--- config.mk ---
export PLATFORM = sky130hd
export DESIGN_NAME = imm_cmd_port
export DESIGN_NICKNAME = d
export VERILOG_FILES = /design/src/rtl/imm_pkg.sv /design/src/rtl/imm_cmd_hold.sv /design/src/rtl/imm_handshake.sv /design/src/rtl/imm_rd_path.sv /design/src/rtl/imm_cmd_port.sv
export SDC_FILE = /design/constraint.sdc
export NUM_CORES = 1
export LEC_CHECK = 0
export ABC_AREA = 0
export ABC_CLOCK_PERIOD_IN_PS = 1500
export BUFFER_PORTS_ARGS = -buffer_cell sky130_fd_sc_hd__buf_2
export CORE_MARGIN = 2
export CORE_UTILIZATION = 42
export DETAILED_ROUTE_END_ITERATION = 12
export PLACE_DENSITY = 0.83
export SYNTH_ARGS = -nofsm -noshare
export SYNTH_HDL_FRONTEND = slang
export SYNTH_SLANG_ARGS = --single-unit
--- constraint.sdc ---
create_clock -name clk -period 1.5 [get_ports clk]
set_input_delay 0.15 -clock clk [delete_from_list [all_inputs] [get_ports clk]]
set_output_delay 0.15 -clock clk [all_outputs]
set_load 0.01 [all_outputs]
--- src/rtl/imm_pkg.sv ---
package imm_pkg;
   // status register bit positions, decoded by software
   localparam int ST_BUSY  = 0;
   localparam int ST_VALID = 1;

   // command word field layout shared with the ring engine
   localparam int CW_CAD_LSB  = 28;
   localparam int CW_DIR_BIT  = 27;
   localparam int CW_NODE_LSB = 20;
   localparam int CW_VERB_LSB = 8;

   function automatic logic [31:0] pack_cmd(input logic [3:0]  cad,
                                            input logic        dir,
                                            input logic [6:0]  node,
                                            input logic [11:0] verb,
                                            input logic [7:0]  arg);
      logic [31:0] w;
      w = '0;
      w[CW_CAD_LSB +: 4]   = cad;
      w[CW_DIR_BIT]        = dir;
      w[CW_NODE_LSB +: 7]  = node;
      w[CW_VERB_LSB +: 12] = verb;
      w[7:0]               = arg;
      return w;
   endfunction
endpackage

--- src/rtl/imm_cmd_hold.sv ---
module imm_cmd_hold #(
   parameter int DATA_W = 32
) (
   input  logic              clk,
   input  logic              rst_n,
   input  logic              wr_i,
   input  logic [DATA_W-1:0] wdata_i,
   input  logic              busy_i,
   output logic [DATA_W-1:0] cmd_o
);
   logic [DATA_W-1:0] cmd_q;

   always_ff @(posedge clk or negedge rst_n) begin
      if (!rst_n)
         cmd_q <= '0;
      else if (wr_i && !busy_i)
         cmd_q <= wdata_i;
   end

   assign cmd_o = cmd_q;

   // command word frozen while a launch is outstanding
   assert_cmd_frozen_R4: assert property (@(posedge clk) disable iff (!rst_n)
      busy_i |=> $stable(cmd_o));
endmodule

--- src/rtl/imm_handshake.sv ---
module imm_handshake #(
   parameter int DATA_W = 32
) (
   input  logic              clk,
   input  logic              rst_n,
   input  logic              stat_wr_i,
   input  logic              go_i,
   input  logic              clr_i,
   input  logic              link_ack_i,
   input  logic [DATA_W-1:0] link_resp_i,
   output logic              busy_o,
   output logic              valid_o,
   output logic [DATA_W-1:0] resp_o
);
   logic              busy_q, valid_q;
   logic [DATA_W-1:0] resp_q;
   logic              done, launch;

   assign done   = busy_q & link_ack_i;
   assign launch = stat_wr_i & go_i & ~busy_q;

   always_ff @(posedge clk or negedge rst_n) begin
      if (!rst_n) begin
         busy_q  <= 1'b0;
         valid_q <= 1'b0;
         resp_q  <= '0;
      end else begin
         if (done)
            busy_q <= 1'b0;
         else if (launch)
            busy_q <= 1'b1;

         if (done)
            valid_q <= 1'b1;
         else if (stat_wr_i && clr_i)
            valid_q <= 1'b0;

         if (done)
            resp_q <= link_resp_i;
      end
   end

   assign busy_o  = busy_q;
   assign valid_o = valid_q;
   assign resp_o  = resp_q;

   assert_launch_sets_busy_R3: assert property (@(posedge clk) disable iff (!rst_n)
      (!busy_o && stat_wr_i && go_i) |=> busy_o);

   assert_busy_held_R5: assert property (@(posedge clk) disable iff (!rst_n)
      (busy_o && !link_ack_i) |=> busy_o);

   assert_done_flags_R6: assert property (@(posedge clk) disable iff (!rst_n)
      (busy_o && link_ack_i) |=> (!busy_o && valid_o));

   assert_done_beats_clear_R8: assert property (@(posedge clk) disable iff (!rst_n)
      (busy_o && link_ack_i && stat_wr_i && clr_i) |=> valid_o);

   assert_resp_quiet_R9: assert property (@(posedge clk) disable iff (!rst_n)
      !(busy_o && link_ack_i) |=> $stable(resp_o));
endmodule

--- src/rtl/imm_rd_path.sv ---
module imm_rd_path #(
   parameter int DATA_W    = 32,
   parameter int ADDR_W    = 2,
   parameter int CMD_OFS   = 0,
   parameter int RESP_OFS  = 1,
   parameter int STAT_OFS  = 2,
   parameter bit READ_PIPE = 1'b0
) (
   input  logic              clk,
   input  logic              rst_n,
   input  logic [ADDR_W-1:0] addr_i,
   input  logic [DATA_W-1:0] cmd_i,
   input  logic [DATA_W-1:0] resp_i,
   input  logic              busy_i,
   input  logic              valid_i,
   output logic [DATA_W-1:0] rdata_o
);
   localparam logic [ADDR_W-1:0] A_CMD  = ADDR_W'(CMD_OFS);
   localparam logic [ADDR_W-1:0] A_RESP = ADDR_W'(RESP_OFS);
   localparam logic [ADDR_W-1:0] A_STAT = ADDR_W'(STAT_OFS);

   logic [DATA_W-1:0] stat_word, mux;

   always_comb begin
      stat_word = '0;
      stat_word[imm_pkg::ST_BUSY]  = busy_i;
      stat_word[imm_pkg::ST_VALID] = valid_i;
   end

   always_comb begin
      if (addr_i == A_CMD)       mux = cmd_i;
      else if (addr_i == A_RESP) mux = resp_i;
      else if (addr_i == A_STAT) mux = stat_word;
      else                       mux = '0;
   end

   generate
      if (READ_PIPE) begin : g_pipe
         logic [DATA_W-1:0] rd_q;
         always_ff @(posedge clk or negedge rst_n) begin
            if (!rst_n) rd_q <= '0;
            else        rd_q <= mux;
         end
         assign rdata_o = rd_q;
      end else begin : g_comb
         assign rdata_o = mux;
      end
   endgenerate
endmodule

--- src/rtl/imm_cmd_port.sv ---
module imm_cmd_port #(
   parameter int DATA_W    = 32,
   parameter int ADDR_W    = 2,
   parameter int CMD_OFS   = 0,
   parameter int RESP_OFS  = 1,
   parameter int STAT_OFS  = 2,
   parameter bit READ_PIPE = 1'b0
) (
   input  logic              clk,
   input  logic              rst_n,
   input  logic              reg_wr,
   input  logic [ADDR_W-1:0] reg_addr,
   input  logic [DATA_W-1:0] reg_wdata,
   output logic [DATA_W-1:0] reg_rdata,
   output logic              link_req,
   output logic [DATA_W-1:0] link_cmd,
   input  logic              link_ack,
   input  logic [DATA_W-1:0] link_resp
);
   localparam logic [ADDR_W-1:0] A_CMD  = ADDR_W'(CMD_OFS);
   localparam logic [ADDR_W-1:0] A_STAT = ADDR_W'(STAT_OFS);

   generate
      if (DATA_W < 32) begin : g_bad_width
         $error("DATA_W must hold a full command word");
      end
      if (ADDR_W < 2) begin : g_bad_addr
         $error("ADDR_W too small for three registers");
      end
      if (CMD_OFS == RESP_OFS || CMD_OFS == STAT_OFS || RESP_OFS == STAT_OFS) begin : g_bad_map
         $error("register offsets must differ");
      end
   endgenerate

   logic              cmd_wr, stat_wr, busy, valid;
   logic [DATA_W-1:0] cmd_word, resp_word;

   assign cmd_wr  = reg_wr && (reg_addr == A_CMD);
   assign stat_wr = reg_wr && (reg_addr == A_STAT);

   imm_cmd_hold #(.DATA_W(DATA_W)) u_hold (
      .clk     (clk),
      .rst_n   (rst_n),
      .wr_i    (cmd_wr),
      .wdata_i (reg_wdata),
      .busy_i  (busy),
      .cmd_o   (cmd_word)
   );

   imm_handshake #(.DATA_W(DATA_W)) u_hs (
      .clk         (clk),
      .rst_n       (rst_n),
      .stat_wr_i   (stat_wr),
      .go_i        (reg_wdata[imm_pkg::ST_BUSY]),
      .clr_i       (reg_wdata[imm_pkg::ST_VALID]),
      .link_ack_i  (link_ack),
      .link_resp_i (link_resp),
      .busy_o      (busy),
      .valid_o     (valid),
      .resp_o      (resp_word)
   );

   imm_rd_path #(
      .DATA_W(DATA_W), .ADDR_W(ADDR_W), .CMD_OFS(CMD_OFS),
      .RESP_OFS(RESP_OFS), .STAT_OFS(STAT_OFS), .READ_PIPE(READ_PIPE)
   ) u_rd (
      .clk     (clk),
      .rst_n   (rst_n),
      .addr_i  (reg_addr),
      .cmd_i   (cmd_word),
      .resp_i  (resp_word),
      .busy_i  (busy),
      .valid_i (valid),
      .rdata_o (reg_rdata)
   );

   assign link_req = busy;
   assign link_cmd = cmd_word;

   assert_req_drops_R6: assert property (@(posedge clk) disable iff (!rst_n)
      (link_req && link_ack) |=> !link_req);

   assert_req_cmd_steady_R4: assert property (@(posedge clk) disable iff (!rst_n)
      (link_req && !link_ack) |=> (link_req && $stable(link_cmd)));
endmodule

=== After elaboration in Yosys (flattened, before gate mapping) ===
Cells that the tools add are included.

* Bits of input ports: 70
* Bits in registers: 66
* Word-level logic and storage cells: 25
* Output and inout bits: 65

* Equal/unequal tests: 2
* Bitwise gates (word level): 4
* Reductions and logical operators: 8
* Muxes and demuxes: 7

{| class="wikitable"
|+ Operator list
! operator !! count
|-
| 32-bit two-way mux || 2
|-
| 1-bit logical AND || 4
|-
| 1-bit two-way mux || 4
|-
| 2-bit nonzero test || 2
|-
| 1-bit bitwise AND || 3
|-
| 2-bit by 1-bit == test with 1-bit output, second input constant || 1
|-
| 2-bit == test, second input constant || 1
|-
| 2-bit logical NOT || 1
|-
| 2-bit two-way mux || 1
|-
| 1-bit logical NOT || 1
|-
| 1-bit NOT || 1
|}

=== Depth between registers and ports, before layout ===
Gate-level depths: netlist of run 1.

* Depth in word-level cells: 6
* Gate-level depth with buffers: 4
* Gate-level depth less buffers: 2

=== Hierarchy ===
From an unflattened synthesis of run 1, not the netlist that was laid out.

* Cell total of the unflattened synthesis: 218
* Area, all modules: 3349.5 sq um

{| class="wikitable"
|+ Modules (own cells, without submodules)
! module !! times used !! area each (sq um) !! cells an instance !! seq. area each (sq um)
|-
| imm_handshake || 1 || 1422.6 || 74 || 850.8
|-
| imm_cmd_hold || 1 || 1358.8 || 69 || 800.8
|-
| imm_rd_path || 1 || 546.8 || 73 || 0.0
|-
| imm_cmd_port || 1 || 21.3 || 2 || 0.0
|}

=== Worst setup path after synthesis of run 1 ===
No wires, ideal clock.

* Path type: reg-to-reg
* From: register u_hs.busy_q (netlist: u_hs.busy_o)
* To: register u_hold.cmd_q[10] (netlist: u_hold.cmd_o[10])
* Arrival: 1.363 ns
* Buffers on the path: 1
* Stages on the path, launching flop included: 4
* Period minus slack after synthesis: 1.488 ns
* Setup slack: 0.012 ns
* Setup time: 0.125 ns
* Required time: 1.375 ns
* Cells stage by stage: dfrtp_1 > nor4b_4 > buf_6 > mux2_2

* Longest elaborated chain between the ends: 2

{| class="wikitable"
|+ RTL lines
! element !! line !! RTL
|-
| start: declaration || imm_handshake.sv:15 || <nowiki>logic busy_q, valid_q;</nowiki>
|-
| start signal: assignment || imm_handshake.sv:24 || <nowiki>busy_q <= 1'b0;</nowiki>
|-
| start signal: assignment || imm_handshake.sv:29 || <nowiki>busy_q <= 1'b0;</nowiki>
|-
| start signal: assignment || imm_handshake.sv:31 || <nowiki>busy_q <= 1'b1;</nowiki>
|-
| 1-bit logical NOT || imm_cmd_hold.sv:16 || <nowiki>else if (wr_i && !busy_i)</nowiki>
|-
| 1-bit logical AND || imm_cmd_hold.sv:16 ||
|-
| end signal: assignment || imm_cmd_hold.sv:17 || <nowiki>cmd_q <= wdata_i;</nowiki>
|-
| end: declaration || imm_cmd_hold.sv:11 || <nowiki>logic [DATA_W-1:0] cmd_q;</nowiki>
|}

Every way passes these cells.
A chain may end at the register's enable or synchronous reset.

=== Worst setup path after layout of run 1 ===
* From: register u_hs.busy_q (netlist: u_hs.busy_o)
* To: register u_hold.cmd_q[11] (netlist: u_hold.cmd_o[11])

The elaborated chain is that of the path after synthesis.

==> results_dict.tcl, run 1 <==
set metrics [dict create \
    area_growth_pct 33.7 \
    setup_viol 0 \
    syn-cell-area_sq_mm 0.00299 \
    reg2reg_depth 3 \
    die_area_sq_mm 0.00780 \
    rrSetupSlack_ps 80 \
    ir_worst_vdd_uv 718 \
    place.gp.congestion 0.791 \
    status "completed" \
    worstMarginPinSlew_ps 394 \
    synth_cell_type_count 15 \
    cp-end-kind "flop" \
    final.setup.tns_ps 0 \
    cts_tree "done" \
    startpoint_type "flop" \
    coreArea_sq_mm 0.00683 \
    crit_buf_inv 1 \
    cts_buffers 9 \
    yosys_warnings 0 \
    maxSlewHeadroom_pct 73.8 \
    clockBufferDepth 2 \
    start_util_pct 43.7 \
    port_buffers 134 \
    p_leak_uw 0.00204 \
    crit_chain "nor4b_4 > buf_4 > mux2_2" \
    whs_endpoint "u_hold.cmd_o[12]" \
    wl_per_cell_microns 14.8 \
    hold_viol_final 0 \
    cpPeakStageDelay_ps 410 \
    r2r-start "u_hs.busy_o" \
    path_delay_family "flip-flops" \
    die_x_microns 88.3 \
    r2r-end "u_hold.cmd_o[11]" \
    holdWs_ps 36.3 \
    cts_root_buf "clkbuf_8" \
    fin_util_pct 58.5 \
    grt_max_degree 67 \
    cp.required_ps 1720 \
    dp_hpwl_mm 4.97 \
    die_height_microns 88.3 \
    fill_cells 591 \
    whs_path_depth 2 \
    placementRows 30 \
    hold_start "reg_wdata[12]" \
    hold_path.class "input pin to flop" \
    period_needed_ps 1420 \
    synthCells 215 \
    overflow 0 \
    drive_above_1_share_pct 61.2 \
    synth_area_per_cell_sq_um 13.9 \
    path_class "flop to flop" \
    final_cell_area_sq_mm 0.00399 \
    antenna_found_initial 1 \
    worstSkewPairLatency_ps 330 \
    fmax_ghz 0.705 \
    finalCritPeriodShare_pct 94.6 \
    drv_slew 0 \
    pin_count 135 \
    clkSlewWorstSetupHoldPaths_ps 70 \
    drt_iter0_drc 67 \
    ys_ff_latch 66 \
    synth_area_leaders "dfrtp_1 (55%), mux2_2 (23%), mux2i_1 (11%)" \
    cp_max_fo 17 \
    drc 0 \
    cts_sinks 66 \
    rsz0062_at_grt "true" \
    ys_seq_area_share_pct 55.3 \
    crit_arrival_ps 1640 \
    syn_nets 285 \
    finalClockSkew_ps 8.08 \
    nets 426 \
    drv_cap 0 \
    grtUsageTotal_pct 18.0 \
    synth_top_cell_by_area "dfrtp_1" \
    viasPerCell 4.81 \
    via_count 2204 \
    cp_slowest_cell "dfrtp_1" \
    cts.htree.levels 3 \
    p_per_area_mw_per_mm2 1350 \
    synth.top_cell.area_share_pct 55.3 \
    grt_first_pass_wirelength_mm 10.5 \
    ant_nets 0 \
    first_pass_iters 4 \
    first_global_vias 2236 \
    wirelength_mm 6.79 \
    dpl-instance-area_sq_mm 0.00378 \
]
## how the worst max path moves through the flow
stage / startpoint / endpoint / slack, ps / cells past startpoint
final: u_hs.busy_o / u_hold.cmd_o[11] / 80 / 3
after global routing: u_hs.busy_o / u_hold.cmd_o[21] / -20 / 3
after CTS: u_hs.busy_o / reg_rdata[0] / 50 / 4
after detailed placement: u_hs.busy_o / u_hold.cmd_o[7] / 70 / 3
after global placement: u_hs.busy_o / u_hold.cmd_o[3] / 120 / 3
after floorplan: u_hs.busy_o / u_hold.cmd_o[10] / 10 / 3
## Yosys cell counts, drive strengths merged
master,number
a22o,1
buf,11
clkbuf,3
dfrtp,66
mux2,64
mux2i,33
nand2,1
nand4b,2
nor2,30
nor2b,1
nor4b,1
o2bb2ai,2
## layout make-up
type	instances	area, sq um	area share, %
tap	96	120	3.01
clock inverter	4	50.0	1.25
timing repair buffer	144	773	19.4
multi-input combinational	135	1240	31.1
sequential	66	1650	41.4
antenna	1	2.50	0.0627
clock buffer	12	155	3.88
## metal layers
| layer | GRT usage, % | wire length [microns] | vias to the layer above |
|---|---|---|---|
| met1 | 21.4 | 2820 | 1075 |
| li1 | - | - | 1040 |
| met4 | 6.34 | 69 | 0 |
| met3 | 5.97 | 463 | 6 |
| met2 | 30.7 | 3440 | 83 |
| met5 | 0 | 0 | - |
## through the flow
step           std cells  power, uW  setup slack (ps)
6_report             458       5380              81.5
5_1_grt              458       5740             -15.5
3_5_place_dp         440       3940              69.9
4_1_cts              457       5480              48.9
2_1_floorplan        215       3330              11.7
3_3_place_gp         440       3860               116
## registers in the layout (all words and copies together) (netlist names)
signal and count:
u_hold.cmd_o 32, u_hs.busy_o 1, u_hs.resp_o 32, u_hs.valid_o 1
## cells in the final DEF (no fill, tap or decap), types with 2 or more instances in the layout
cell	n
buf_12	2
mux2_1	2
clkbuf_8	11
mux2_2	62
dfrtp_1	66
buf_2	134
mux2i_1	33
clkinvlp_4	2
nor2_1	30
nand4b_1	2
buf_4	7
o2bb2ai_1	2
## worst register-to-register path, cell delays in order, from the launching register on
cell and delay (ps):
dfrtp_1 410, nor4b_4 230, buf_4 300, mux2_2 380
## power by group
| group | switching (uW) | internal, uW | total (uW) |
|---|---|---|---|
| sequential | 275 | 2230 | 2510 |
| combinational | 610 | 765 | 1380 |
| clock | 642 | 856 | 1500 |
## what timing repair did
action | in CTS | in global routing
hold buffers | 1 | 0
endpoints found under the hold margin | 66 | 0
gates resized for setup | 0 | 0
endpoints found under the setup margin | 0 | 10
buffers inserted | 0 | 0
## kinds of logic after synthesis
family                 synth area share, %
multiplexers                          35.2
buffers and inverters                 3.14
flip-flops                            55.3
AND/OR/NAND/NOR                       5.49
AO/OA/AOI/OAI                        0.880
Power figures use the tool's default switching activity.
==> run 2: changes to the inputs <==
REMOVE_ABC_BUFFERS = 1   (was not set)
==> results_dict.tcl, run 2 (synthesis gave the netlist of run 1 again) <==
set metrics [dict create \
    cp.required_ps 1350 \
    reg2reg_depth 3 \
    finalPower_uw 5530 \
    layout.cells.most_common "buf_2" \
    grt_max_degree 67 \
    switchingPower_uw 1550 \
    seq_area_sq_mm 0.00165 \
    wl_per_cell_microns 14.6 \
    grt_first_pass_wirelength_mm 10.4 \
    antenna_cells 0 \
    cts.htree.levels 3 \
    whs_path_depth 2 \
    drv_slew 0 \
    dp_hpwl_mm 4.74 \
    multi_input_area_sq_mm 0.00124 \
    finalClockSkew_ps 8.33 \
    dpl-instance-area_sq_mm 0.00378 \
    overflow 0 \
    hold_path.class "input pin to flop" \
    setup_viol 0 \
    clockPowerShare_pct 29.5 \
    crit_arrival_ps 1270 \
    ir_worst_vdd_uv 694 \
    p_leak_uw 0.00206 \
    start_util_pct 43.7 \
    drt_iter0_drc 61 \
    drc 0 \
    die_x_microns 88.3 \
    drv_cap 0 \
    cts_sinks 66 \
    drive_above_1_share_pct 61.4 \
    via_count 2210 \
    switching_share_pct 28.0 \
    power.internal_uw 3980 \
    holdWs_ps 36.2 \
    wirelength_mm 6.68 \
    worstMarginPinSlew_ps 388 \
    clockBufferDepth 2 \
    finalCritPeriodShare_pct 94.8 \
    coreArea_sq_mm 0.00683 \
    cp_max_fo 5 \
    cts_tree "done" \
    status "completed" \
    path_class "flop to primary output" \
    cts_buffers 9 \
    area_growth_pct 34.4 \
    seq_power_share_pct 45.5 \
    port_buffers 134 \
    maxSlewHeadroom_pct 74.1 \
    place.gp.congestion 0.814 \
    r2r-end "u_hold.cmd_o[1]" \
    hold_viol_final 0 \
    grtUsageTotal_pct 17.3 \
    fill_cells 611 \
    clkSlewWorstSetupHoldPaths_ps 70 \
    most-common-layout-cells "buf_2 (134), dfrtp_1 (66), mux2_2 (62)" \
    nets 425 \
    viasPerCell 4.85 \
    pin_count 135 \
    p_per_area_mw_per_mm2 1380 \
    worstSkewPairLatency_ps 330 \
    rrSetupSlack_ps 80 \
    cts_root_buf "clkbuf_8" \
    die_area_sq_mm 0.00780 \
    p_comb_share_pct 25.1 \
    ant_nets 0 \
    startpoint_type "flop" \
    first_pass_iters 4 \
    final_cell_area_sq_mm 0.00401 \
    whs_endpoint "u_hold.cmd_o[12]" \
    die_height_microns 88.3 \
    antenna_found_initial 0 \
    hold_start "reg_wdata[12]" \
    rsz0062_at_grt "false" \
    first_global_vias 2207 \
    fmax_ghz 0.703 \
    r2r-start "u_hs.busy_o" \
    cp-end-kind "primary output" \
    period_needed_ps 1420 \
    placementRows 30 \
]
run 2: cell count changes in the layout (fill, tap and decap cells not counted):
cell | previous run | this run
buf_12 | 2 | 3
buf_4 | 7 | 5
bufinv_16 | 1 | 2
clkbuf_8 | 11 | 10
clkinv_2 | 1 | 2
clkinvlp_4 | 2 | 1
diode_2 | 1 | 0
mux2_1 | 2 | 1
mux2_4 | 0 | 1
run 2: how the worst max path moves through the flow:
| stage | start | to | cells past startpoint |
|---|---|---|---|
| 2_1_floorplan | u_hs.busy_o | u_hold.cmd_o[0] | 2 |
| 3_3_place_gp | u_hs.busy_o | u_hold.cmd_o[30] | 3 |
| 3_5_place_dp | u_hs.busy_o | u_hold.cmd_o[19] | 3 |
| 4_1_cts | u_hs.busy_o | reg_rdata[0] | 4 |
| 5_1_grt | u_hs.busy_o | reg_rdata[0] | 4 |
| 6_report | u_hs.busy_o | reg_rdata[0] | 4 |
run 2: critical path: stages (launching register included):
cell and delay, ps:
dfrtp_1 410, buf_4 170, mux2i_1 140, o2bb2ai_1 90, buf_2 150
run 2: per-layer routing:
metal | share of wire (%) | track usage, % | wire [microns]
met1 | 43 | 22.0 | 2870
met5 | 0 | 0 | 0
met4 | 0.25 | 4.55 | 17
met3 | 5.8 | 5.50 | 388
met2 | 51 | 28.9 | 3410
run 2: power groups by stage:
stage	Combinational, uW	Sequential, uW	Clock [uW]
floorplan	715	2570	0
global placement	1350	2510	0
detailed placement	1400	2550	0
CTS	1400	2510	1680
global route	1520	2570	1760
finish	1390	2510	1630
run 2: timing repair:
action,in CTS,in global routing
hold buffers,1,0
endpoints found under the setup margin,0,1
buffers inserted,0,0
resized for setup,0,1
endpoints found under the hold margin,66,0
run 2: area by class of cell:
cell class / instances / share of cell area (%)
repair buffers: 143 / 19.4
clock buffers: 11 / 3.52
well taps: 96 / 2.99
clock inverters: 5 / 1.93
flip-flops and latches: 66 / 41.1
multi-input cells: 135 / 31.0
run 2: stage by stage:
| step | setup WS (ps) | util (%) | setup TNS (ps) | cells |
|---|---|---|---|---|
| after floorplan | -651 | - | -28000 | 201 |
| after global placement | 112 | 55.3 | 0 | 439 |
| after detailed placement | 68.3 | 55.3 | 0 | 439 |
| after CTS | 48.9 | 58.7 | 0 | 456 |
| after global routing | 0.822 | 58.8 | 0 | 456 |
| final | 77.7 | 58.8 | 0 | 456 |
